## src/rtl/hwm_pkg.sv

```systemverilog
package hwm_pkg;
  localparam int DATA_W    = 32;
  localparam int HALF_W    = DATA_W / 2;
  localparam int LANES     = 4;
  localparam int NUM_CTRL  = 3;
  localparam int NUM_WORDS = NUM_CTRL + 1;
  localparam int TP_W      = 8;

  typedef enum int {
    W_LANE = 0,
    W_AUX  = 1,
    W_TEST = 2
  } word_id_e;

  // field positions inside the lane word
  localparam int LN_EN_LSB   = 0;
  localparam int LN_FRX_LSB  = 4;
  localparam int LN_FSTP_LSB = 8;
  localparam int LN_TDIS_LSB = 12;
  // aux word
  localparam int AX_TREQ_LSB = 0;
  localparam int AX_INV_LSB  = 10;
  // test-port word
  localparam int TP_DIN_LSB  = 0;
  localparam int TP_EN_BIT   = 8;
  localparam int TP_CLK_BIT  = 9;
  localparam int TP_CLR_BIT  = 10;

  // storage mask per control word: bits that exist as flops
  function automatic logic [HALF_W-1:0] word_impl_mask(input int id);
    logic [HALF_W-1:0] m;
    m = '0;
    case (id)
      W_LANE: m = '1;
      W_AUX: begin
        m[AX_TREQ_LSB +: LANES] = '1;
        m[AX_INV_LSB +: 2]      = 2'b11;
      end
      W_TEST: begin
        m[TP_DIN_LSB +: TP_W] = '1;
        m[TP_EN_BIT]  = 1'b1;
        m[TP_CLK_BIT] = 1'b1;
        m[TP_CLR_BIT] = 1'b1;
      end
      default: m = '0;
    endcase
    return m;
  endfunction

  // per-bit enabled merge of new data into the old word
  function automatic logic [HALF_W-1:0] masked_merge(
    input logic [HALF_W-1:0] old_v,
    input logic [HALF_W-1:0] new_v,
    input logic [HALF_W-1:0] en,
    input logic [HALF_W-1:0] impl
  );
    return ((old_v & ~en) | (new_v & en)) & impl;
  endfunction
endpackage

```

## src/rtl/hwm_decode.sv

```systemverilog
module hwm_decode
  import hwm_pkg::*;
#(
  parameter int ADDR_W = 8
) (
  input  logic [ADDR_W-1:0]   addr,
  output logic [NUM_CTRL-1:0] ctrl_sel,
  output logic                status_sel,
  output logic                mapped
);
  localparam int IDX_W = ADDR_W - 2;

  logic [IDX_W-1:0] word_idx;
  logic [1:0]       unused_byte_lane;

  assign word_idx         = addr[ADDR_W-1:2];
  assign unused_byte_lane = addr[1:0];

  for (genvar k = 0; k < NUM_CTRL; k++) begin : g_sel
    assign ctrl_sel[k] = (word_idx == IDX_W'(k));
  end

  assign status_sel = (word_idx == IDX_W'(NUM_CTRL));
  assign mapped     = (word_idx < IDX_W'(NUM_WORDS));
endmodule

```

## src/rtl/hwm_mreg.sv

```systemverilog
module hwm_mreg
  import hwm_pkg::*;
#(
  parameter logic [HALF_W-1:0] IMPL = '1
) (
  input  logic              clk,
  input  logic              rst_n,
  input  logic              we,
  input  logic [HALF_W-1:0] wr_val,
  input  logic [HALF_W-1:0] wr_en,
  output logic [HALF_W-1:0] q
);
  always_ff @(posedge clk or negedge rst_n) begin
    if (!rst_n) begin
      q <= '0;
    end else if (we) begin
      q <= masked_merge(q, wr_val, wr_en, IMPL);
    end
  end
endmodule

```

## src/rtl/hwm_rdmux.sv

```systemverilog
module hwm_rdmux
  import hwm_pkg::*;
(
  input  logic                           clk,
  input  logic                           rst_n,
  input  logic                           rd_req,
  input  logic [NUM_CTRL-1:0]            ctrl_sel,
  input  logic                           status_sel,
  input  logic [NUM_CTRL-1:0][HALF_W-1:0] words,
  input  logic [TP_W-1:0]                status_in,
  output logic                           rd_valid,
  output logic [DATA_W-1:0]              rd_data
);
  logic [DATA_W-1:0] rd_next;

  always_comb begin
    rd_next = '0;
    for (int k = 0; k < NUM_CTRL; k++) begin
      if (ctrl_sel[k]) rd_next = {{HALF_W{1'b0}}, words[k]};
    end
    if (status_sel) rd_next = {{(DATA_W-TP_W){1'b0}}, status_in};
  end

  always_ff @(posedge clk or negedge rst_n) begin
    if (!rst_n) begin
      rd_valid <= 1'b0;
      rd_data  <= '0;
    end else begin
      rd_valid <= rd_req;
      if (rd_req) rd_data <= rd_next;
    end
  end
endmodule

```

## src/rtl/hwm_ctrl_bank.sv

```systemverilog
module hwm_ctrl_bank
  import hwm_pkg::*;
#(
  parameter int ADDR_W = 8
) (
  input  logic              clk,
  input  logic              rst_n,
  input  logic              bus_valid,
  input  logic              bus_write,
  input  logic [ADDR_W-1:0] bus_addr,
  input  logic [31:0]       bus_wdata,
  output logic              rd_valid,
  output logic [31:0]       rd_data,
  output logic [3:0]        lane_en,
  output logic [3:0]        force_rx,
  output logic [3:0]        force_stop,
  output logic [3:0]        turn_dis,
  output logic [3:0]        turn_req,
  output logic [1:0]        clk_inv,
  output logic [7:0]        tp_din,
  output logic              tp_en,
  output logic              tp_clk,
  output logic              tp_clr,
  input  logic [7:0]        tp_dout
);
  logic [NUM_CTRL-1:0]             ctrl_sel;
  logic                            status_sel;
  logic                            addr_mapped;
  logic                            wr_req;
  logic                            rd_req;
  logic [NUM_CTRL-1:0]             wr_hit;
  logic [HALF_W-1:0]               wr_val;
  logic [HALF_W-1:0]               wr_en;
  logic [NUM_CTRL-1:0][HALF_W-1:0] words;

  assign wr_req = bus_valid && bus_write;
  assign rd_req = bus_valid && !bus_write;
  assign wr_val = bus_wdata[HALF_W-1:0];
  assign wr_en  = bus_wdata[DATA_W-1:HALF_W];
  assign wr_hit = ctrl_sel & {NUM_CTRL{wr_req}};

  hwm_decode #(.ADDR_W(ADDR_W)) u_dec (
    .addr       (bus_addr),
    .ctrl_sel   (ctrl_sel),
    .status_sel (status_sel),
    .mapped     (addr_mapped)
  );

  for (genvar k = 0; k < NUM_CTRL; k++) begin : g_word
    hwm_mreg #(.IMPL(word_impl_mask(k))) u_reg (
      .clk    (clk),
      .rst_n  (rst_n),
      .we     (wr_hit[k]),
      .wr_val (wr_val),
      .wr_en  (wr_en),
      .q      (words[k])
    );
  end

  hwm_rdmux u_rd (
    .clk        (clk),
    .rst_n      (rst_n),
    .rd_req     (rd_req),
    .ctrl_sel   (ctrl_sel),
    .status_sel (status_sel),
    .words      (words),
    .status_in  (tp_dout),
    .rd_valid   (rd_valid),
    .rd_data    (rd_data)
  );

  assign lane_en    = words[W_LANE][LN_EN_LSB   +: LANES];
  assign force_rx   = words[W_LANE][LN_FRX_LSB  +: LANES];
  assign force_stop = words[W_LANE][LN_FSTP_LSB +: LANES];
  assign turn_dis   = words[W_LANE][LN_TDIS_LSB +: LANES];
  assign turn_req   = words[W_AUX][AX_TREQ_LSB  +: LANES];
  assign clk_inv    = words[W_AUX][AX_INV_LSB   +: 2];
  assign tp_din     = words[W_TEST][TP_DIN_LSB  +: TP_W];
  assign tp_en      = words[W_TEST][TP_EN_BIT];
  assign tp_clk     = words[W_TEST][TP_CLK_BIT];
  assign tp_clr     = words[W_TEST][TP_CLR_BIT];
endmodule

```

## config.mk

```make
export PLATFORM = sky130hd
export DESIGN_NAME = hwm_ctrl_bank
export DESIGN_NICKNAME = d
export VERILOG_FILES = /design/src/rtl/hwm_pkg.sv /design/src/rtl/hwm_decode.sv /design/src/rtl/hwm_mreg.sv /design/src/rtl/hwm_rdmux.sv /design/src/rtl/hwm_ctrl_bank.sv
export SDC_FILE = /design/constraint.sdc
export NUM_CORES = 1
export LEC_CHECK = 0
export BUFFER_PORTS_ARGS = -buffer_cell sky130_fd_sc_hd__buf_4
export CORE_AREA = 2 2 82 84
export DETAILED_ROUTE_END_ITERATION = 8
export DIE_AREA = 0 0 84 86
export PLACE_DENSITY = 0.81
export RECOVER_POWER = 25
export SYNTH_ARGS = -nofsm -noshare
export SYNTH_HDL_FRONTEND = slang
export SYNTH_SLANG_ARGS = --single-unit
```

## constraint.sdc

```tcl
create_clock -name clk -period 1.45 [get_ports clk]
set_input_delay 0.0725 -clock clk [delete_from_list [all_inputs] [get_ports clk]]
set_output_delay 0.0725 -clock clk [all_outputs]
set_load 0.02 [all_outputs]
```

==> results of run 1 <==
[routing by layer]
metal / up-vias / GRT usage, % / wire length (um)
met5: - / 0 / 0
met4: 0 / 4.99 / 84
met3: 8 / 4.52 / 343
met2: 86 / 33.2 / 3390
met1: 1000 / 23.9 / 2820
li1: 938 / - / -
[kinds of logic after synthesis]
logic type / count (synthesis) / share of synthesized area [%]
buf+inv: 33 / 8.59
compound gates: 21 / 5.83
flops: 50 / 50.3
other cells: 1 / 0.151
simple gates: 56 / 13.2
mux: 45 / 22.0
[Yosys cell counts, drive strengths merged]
cell	instances	area, um2
and4b	1	10.0
mux4	4	90.1
nor2	1	6.26
nand4	27	169
conb	1	3.75
clkbuf	5	20.0
mux2i	4	40.0
nor4	1	21.3
and2	2	12.5
buf	27	190
mux2	37	417
nand2	12	47.6
a22o	5	43.8
o21ai	8	40.0
nand3	10	50.1
nand2b	1	6.26
o2bb2ai	1	8.76
inv	1	3.75
a22oi	4	30.0
nor2b	1	6.26
dfrtp	50	1250
o31ai	3	22.5
[power groups by stage]
stage                     combinational, uW  sequential [uW]  clock, uW
after detailed placement                507             1510          0
after floorplan                         208             1560          0
after global placement                  500             1500          0
after global routing                    550             1490       1050
after CTS                               519             1480       1000
final                                   511             1480        967
[worst register-to-register path: cells and delay by family, from the launching register on]
family / cells / cell delay (ns)
AO/OA/AOI/OAI: 1 / 0.21
flip-flops: 1 / 0.42
multiplexers: 1 / 0.46
[cell type report]
type | count | area, um2 | area share, %
timing repair buffer | 112 | 875 | 25.7
inverter | 1 | 3.75 | 0.110
clock inverter | 3 | 40.0 | 1.18
tap | 77 | 96.3 | 2.83
multi-input combinational | 138 | 1070 | 31.3
sequential | 50 | 1250 | 36.8
clock buffer | 5 | 68.8 | 2.02
[worst paths after layout]
check | startpoint | depth (start not counted) | slack [ns] | to
worst max-delay path | bus_addr[7] | 5 | 0.25 | flip-flop
worst min-delay path | bus_wdata[14] | 2 | 0.01 | flip-flop
worst max register to register | flip-flop | 2 | 0.26 | u_rd.rd_data[1]
worst min register to register | u_rd.rd_data[6] | 2 | 0.49 | u_rd.rd_data[6]
max in group asynchronous | rst_n | 2 | 0.61 | asynchronous set/reset pin
min in group asynchronous | rst_n | 2 | 0.38 | asynchronous set/reset pin
[through the flow]
step	utilization (%)	area [um2]	setup slack, ns
after CTS	54.5	3420	0.256
after floorplan	-	2550	0.217
final	54.2	3400	0.248
after global routing	54.2	3400	0.173
after detailed placement	51.9	3260	0.108
after global placement	51.9	3260	0.154
[timing repair]
item | 4_1_cts | 5_1_grt
hold buffers | 5 | 0
hold endpoints to repair | 54 | 0
buffers inserted | 0 | 0
==> results by group, run 1 <==
Outcome
  – Run status: finished clean

GRT
  – GRT Overall Usage: 19.0%
  – Gr ovfl total: 0
  – Vias in the first global route: ~2,100
  – Initial antenna violation count: 0
  – Largest net degree at the start of global routing: 51
  – Global-route wire length before repair: 10,900 um

STA
  – Final Setup Violations: 0
  – Slew Limit Fails: 0
  – Worst Tran Pin Value: 0.696 ns
  – Rel. slew slack: 53.6%
  – Maximum clock frequency: 832 MHz
  – Min Hold Slack: just over 0.01 ns
  – Final min period: approximately 1.2 ns
  – RSZ-0062 raised after global routing: false
  – Final Hold Viols: 0
  – Final setup TNS: 0 ns
  – Skew final: 0.0125 ns
  – Final period util: between 80% and 90%

Logic synthesis
  – Cell variety after synth: 27
  – Cells after Synth: just over 200
  – Seq cells post-synth: 50
  – Synthesis Warnings: 0
  – Register area share after synthesis: about 50%
  – Mean Syn Cell Area: 12.1 um2
  – Cell Area, Synth: 2490 um2

Layout
  – Most common cell after layout, fill and taps aside: buf_4
  – Antenna cell count: 0
  – Nets@finish: 360
  – Layout cells sized above 1: 49.2%
  – Most frequent cells in the layout: buf_4 (102), dfrtp_1 (50), mux2_2 (32)
  – Area Growth Syn to Fin: 36.6%
  – # fillers: 550
  – Post-route insts no fill: 386

Place
  – Detailed Place HPWL: 4790 um
  – Number of port buffers: 99
  – RePlAce Congestion: 0.817
  – Cell total after placement: 373

Clock network
  – CTS root buffer: clkbuf_8
  – CTS Sinks: 50
  – Post-CTS Resized: 0
  – CTS tree: yes
  – CTS Buf Count: 5
  – Clk Latency, worst-skew pair: 0.30 ns
  – CTS max path bufs: 2
  – H-tree depth: 2
  – Worst-path clk slew: ~0.090 ns

Route
  – DR WL/cell: 17.2 um
  – Vias: 2,032
  – Drt total wl: about 6600 um
  – Vias per std cell: 5.26
  – Starting DRC count in detailed routing: 118
  – Pre-antenna DRT Iters: 4
  – # DRC: 0
  – Antenna Nets Post-Route: 0

Power
  – Switching share of power: a little over a quarter
  – Pwr dens: 869 nW/um2
  – Sequential share of power: 50.0%
  – Internal: 2190 uW
  – Power after layout: 2960 uW
  – Peak supply drop: approximately 520 uV
  – Logic pwr share: 17.3%
  – Sw Pwr: 771 uW
  – Clock power frac: 32.7%
  – Lkg Pwr: ~0.0017 uW

Worst setup path
  – Delay-heaviest family, CP: simple AND/OR/NAND/NOR gates
  – Worst Path Buf+Inv: 2
  – Critical-path cell list: clkbuf_4 > nor4_1 > buf_12 > nand3_1 > mux2_1
  – Worst Setup Path Type: in -> reg
  – Slowest-stage cell, CP: nor4_1
  – CP arrival: 1.38 ns
  – CP endpoint kind: flip-flop
  – CP required: 1.63 ns
  – Worst setup SP type: primary input
  – Largest stage delay, worst path: 0.47 ns
  – Crit path max fanout: 39

Floorplanning
  – Rows: 29
  – Starting Density: 39.7%
  – Core region area: 6280 um2
  – Die height: 86 um
  – Die span in x: about 84 um
  – DIE AREA: between 7000 and 8000 um2
  – Ports: about 120

Flow run
  – Max_cap viols: 0

Worst hold path
  – Worst Hold Class: in -> reg
(Power assumes the default switching activity.)
==> run 2, diff against run 1 <==
- clock period: 1.45 -> 1.23 ns (I/O delays scaled with it)
==> results by group, run 2 (synthesis results as in run 1) <==
Layout
  – Fin util: 56.9% (was 54.2%)
  – Most frequent cells in the layout: buf_4 (114), dfrtp_1 (50), mux2_2 (32) (was buf_4 (102), dfrtp_1 (50), mux2_2 (32))
  – # fillers: 541 (was 550)
  – Most common cell after layout, fill and taps aside: buf_4 (unchanged)
  – Nets@finish: 382 (was 360)
  – Area of the multi-input gates: 1070 um2 (about the same)
  – Layout cells sized above 1: 48.9% (was 49.2%)
  – Final instance area: 3570 um2 (was 3400 um2)
  – Antenna cell count: 0 (unchanged)
  – Area Growth Syn to Fin: 43.5% (was 36.6%)
  – Reg area: 1250 um2 (unchanged)

Route
  – # DRC: 0 (unchanged)
  – DR WL/cell: 16.5 um (was 17.2 um)
  – Starting DRC count in detailed routing: 102 (was 118)
  – Vias: 2,162 (was 2,032)
  – Antenna Nets Post-Route: 0 (unchanged)
  – Pre-antenna DRT Iters: 4 (unchanged)
  – Drt total wl: 6720 um (was 6650 um)
  – Vias per std cell: 5.30 (was 5.26)

Floorplanning
  – Die height: 86 um (unchanged)
  – DIE AREA: 7220 um2 (unchanged)
  – Starting Density: 39.7% (unchanged)
  – Rows: 29 (unchanged)
  – Die span in x: 84 um (unchanged)
  – Core region area: 6280 um2 (unchanged)
  – Ports: 118 (unchanged)

Place
  – RePlAce Congestion: 0.780 (was 0.817)
  – Detailed Place HPWL: 5090 um (was 4790 um)
  – Number of port buffers: 99 (unchanged)
  – Setup WS pre-CTS: -0.122 ns (was 0.108 ns)
  – Dpl cell area: 3320 um2 (was 3260 um2)

Power
  – Sw Pwr: 897 uW (was 771 uW)
  – Peak supply drop: 467 uV (was 524 uV)
  – Lkg Pwr: 0.00180 uW (was 0.00171 uW)
  – Internal: 2470 uW (was 2190 uW)
  – Clock power frac: 28.8% (was 32.7%)
  – Pwr dens: 943 nW/um2 (was 869 nW/um2)
  – Switching share of power: 26.6% (was 26.1%)
  – Logic pwr share: 19.5% (was 17.3%)
  – Sequential share of power: 51.7% (was 50.0%)

STA
  – Worst Tran Pin Value: 0.676 ns (was 0.696 ns)
  – Final worst slack: 0.0149 ns (was 0.248 ns)
  – Final min period: 1.22 ns
  – Skew final: 0.00514 ns (was 0.0125 ns)
  – Slew Limit Fails: 0 (unchanged)
  – Final Hold Viols: 0 (unchanged)
  – Final period util: 98.8%
  – Maximum clock frequency: 823 MHz
  – Final Setup Violations: 0 (unchanged)
  – Rel. slew slack: 54.9% (was 53.6%)
  – RSZ-0062 raised after global routing: true (was false)

Clock network
  – H-tree depth: 2 (unchanged)
  – CTS max path bufs: 2 (unchanged)
  – CTS Buf Count: 5 (unchanged)
  – Post-CTS Resized: 0 (unchanged)
  – CTS root buffer: clkbuf_8 (unchanged)
  – Clk Latency, worst-skew pair: 0.30 ns (about the same)
  – CTS Sinks: 50 (unchanged)
  – CTS tree: yes (unchanged)
  – Worst-path clk slew: 0.09 ns (about the same)

Worst setup path
  – CP endpoint kind: flip-flop (unchanged)
  – Worst setup SP type: flip-flop (was primary input)
  – Worst R2R End: u_rd.rd_data[2] (was u_rd.rd_data[1])
  – Crit path max fanout: 3 (was 39)
  – CP required: 1.42 ns (was 1.63 ns)
  – Worst Setup Path Type: reg -> reg (was in -> reg)
  – FF-to-FF path depth: 2 (unchanged)
  – Worst reg-to-reg setup slack: 0.01 ns (was 0.26 ns)
  – CP arrival: 1.40 ns (was 1.38 ns)

Worst hold path
  – Worst Hold Class: in -> reg (unchanged)
  – Worst hold stages: 3 (was 2)
  – Hold Path Sink: u_rd.rd_valid
  – HP Start: bus_valid (was bus_wdata[14])

GRT
  – GRT Overall Usage: 18.4% (was 19.0%)
  – Gr ovfl total: 0 (unchanged)
  – Global-route wire length before repair: 10,600 um (was 10,900 um)
  – Largest net degree at the start of global routing: 51 (unchanged)
  – Vias in the first global route: 2,087 (was 2,111)
  – Initial antenna violation count: 0 (unchanged)

Outcome
  – Run status: finished clean (unchanged)

Flow run
  – Max_cap viols: 0 (unchanged)
run 2: cell types whose count changed in the layout (fill, tap and decap cells not counted), sizes merged:
cell	previous run	this run
buf	104	115
clkbuf	8	9
bufinv	1	0
dlygate4sd3	5	17
clkinv	2	1
run 2: per-layer routing:
layer / wire length [um] / track usage [%]
met5: 0 / 0
met3: 406 / 4.72
met2: 3490 / 31.9
met4: 37 / 4.11
met1: 2790 / 23.4
run 2: metrics by stage:
stage	TNS, ns	power, uW	instances	hold WS [ns]
floorplan	0	2080	221	-0.234
global placement	-0.781	2380	382	0.121
detailed placement	-2.30	2390	382	0.122
CTS	0	3390	402	0.00111
global route	-0.00353	3540	408	0.0969
finish	0	3370	408	0.0966
run 2: what timing repair did:
action | CTS | global route
pin swaps | 1 | 0
endpoints found under the setup margin | 1 | 2
hold buffers | 12 | 5
hold endpoints to repair | 64 | 6
buffers inserted | 0 | 1
run 2: final cells by class:
cell class,instances,share of cell area (%)
clock inverters,1,0.140
clock buffers,7,2.42
multi-input cells,138,30.0
inverters,1,0.105
well taps,77,2.70
repair buffers,134,29.6
flip-flops and latches,50,35.0
run 2: how the worst max path moves through the flow:
| stage | slack [ns] | endpoint | cells after the start |
|---|---|---|---|
| after floorplan | 0.008 | u_rd.rd_data[2] | 4 |
| after global placement | -0.06 | flip-flop | 5 |
| after detailed placement | -0.12 | flip-flop | 5 |
| after CTS | 0.01 | u_rd.rd_data[3] | 2 |
| after global routing | -0.004 | u_rd.rd_data[0] | 2 |
| final | 0.01 | u_rd.rd_data[2] | 2 |
run 2: worst max-delay path, stage by stage, from the launching register on:
cell     delay (ns)
dfrtp_1        0.40
mux4_2         0.49
a22o_1         0.21
run 2: power groups by stage:
stage	Clock, uW	Sequential, uW	Combinational [uW]
5_1_grt	1090	1750	700
4_1_cts	997	1740	648
3_3_place_gp	0	1770	605
6_report	970	1740	656
2_1_floorplan	0	1840	245
3_5_place_dp	0	1770	617
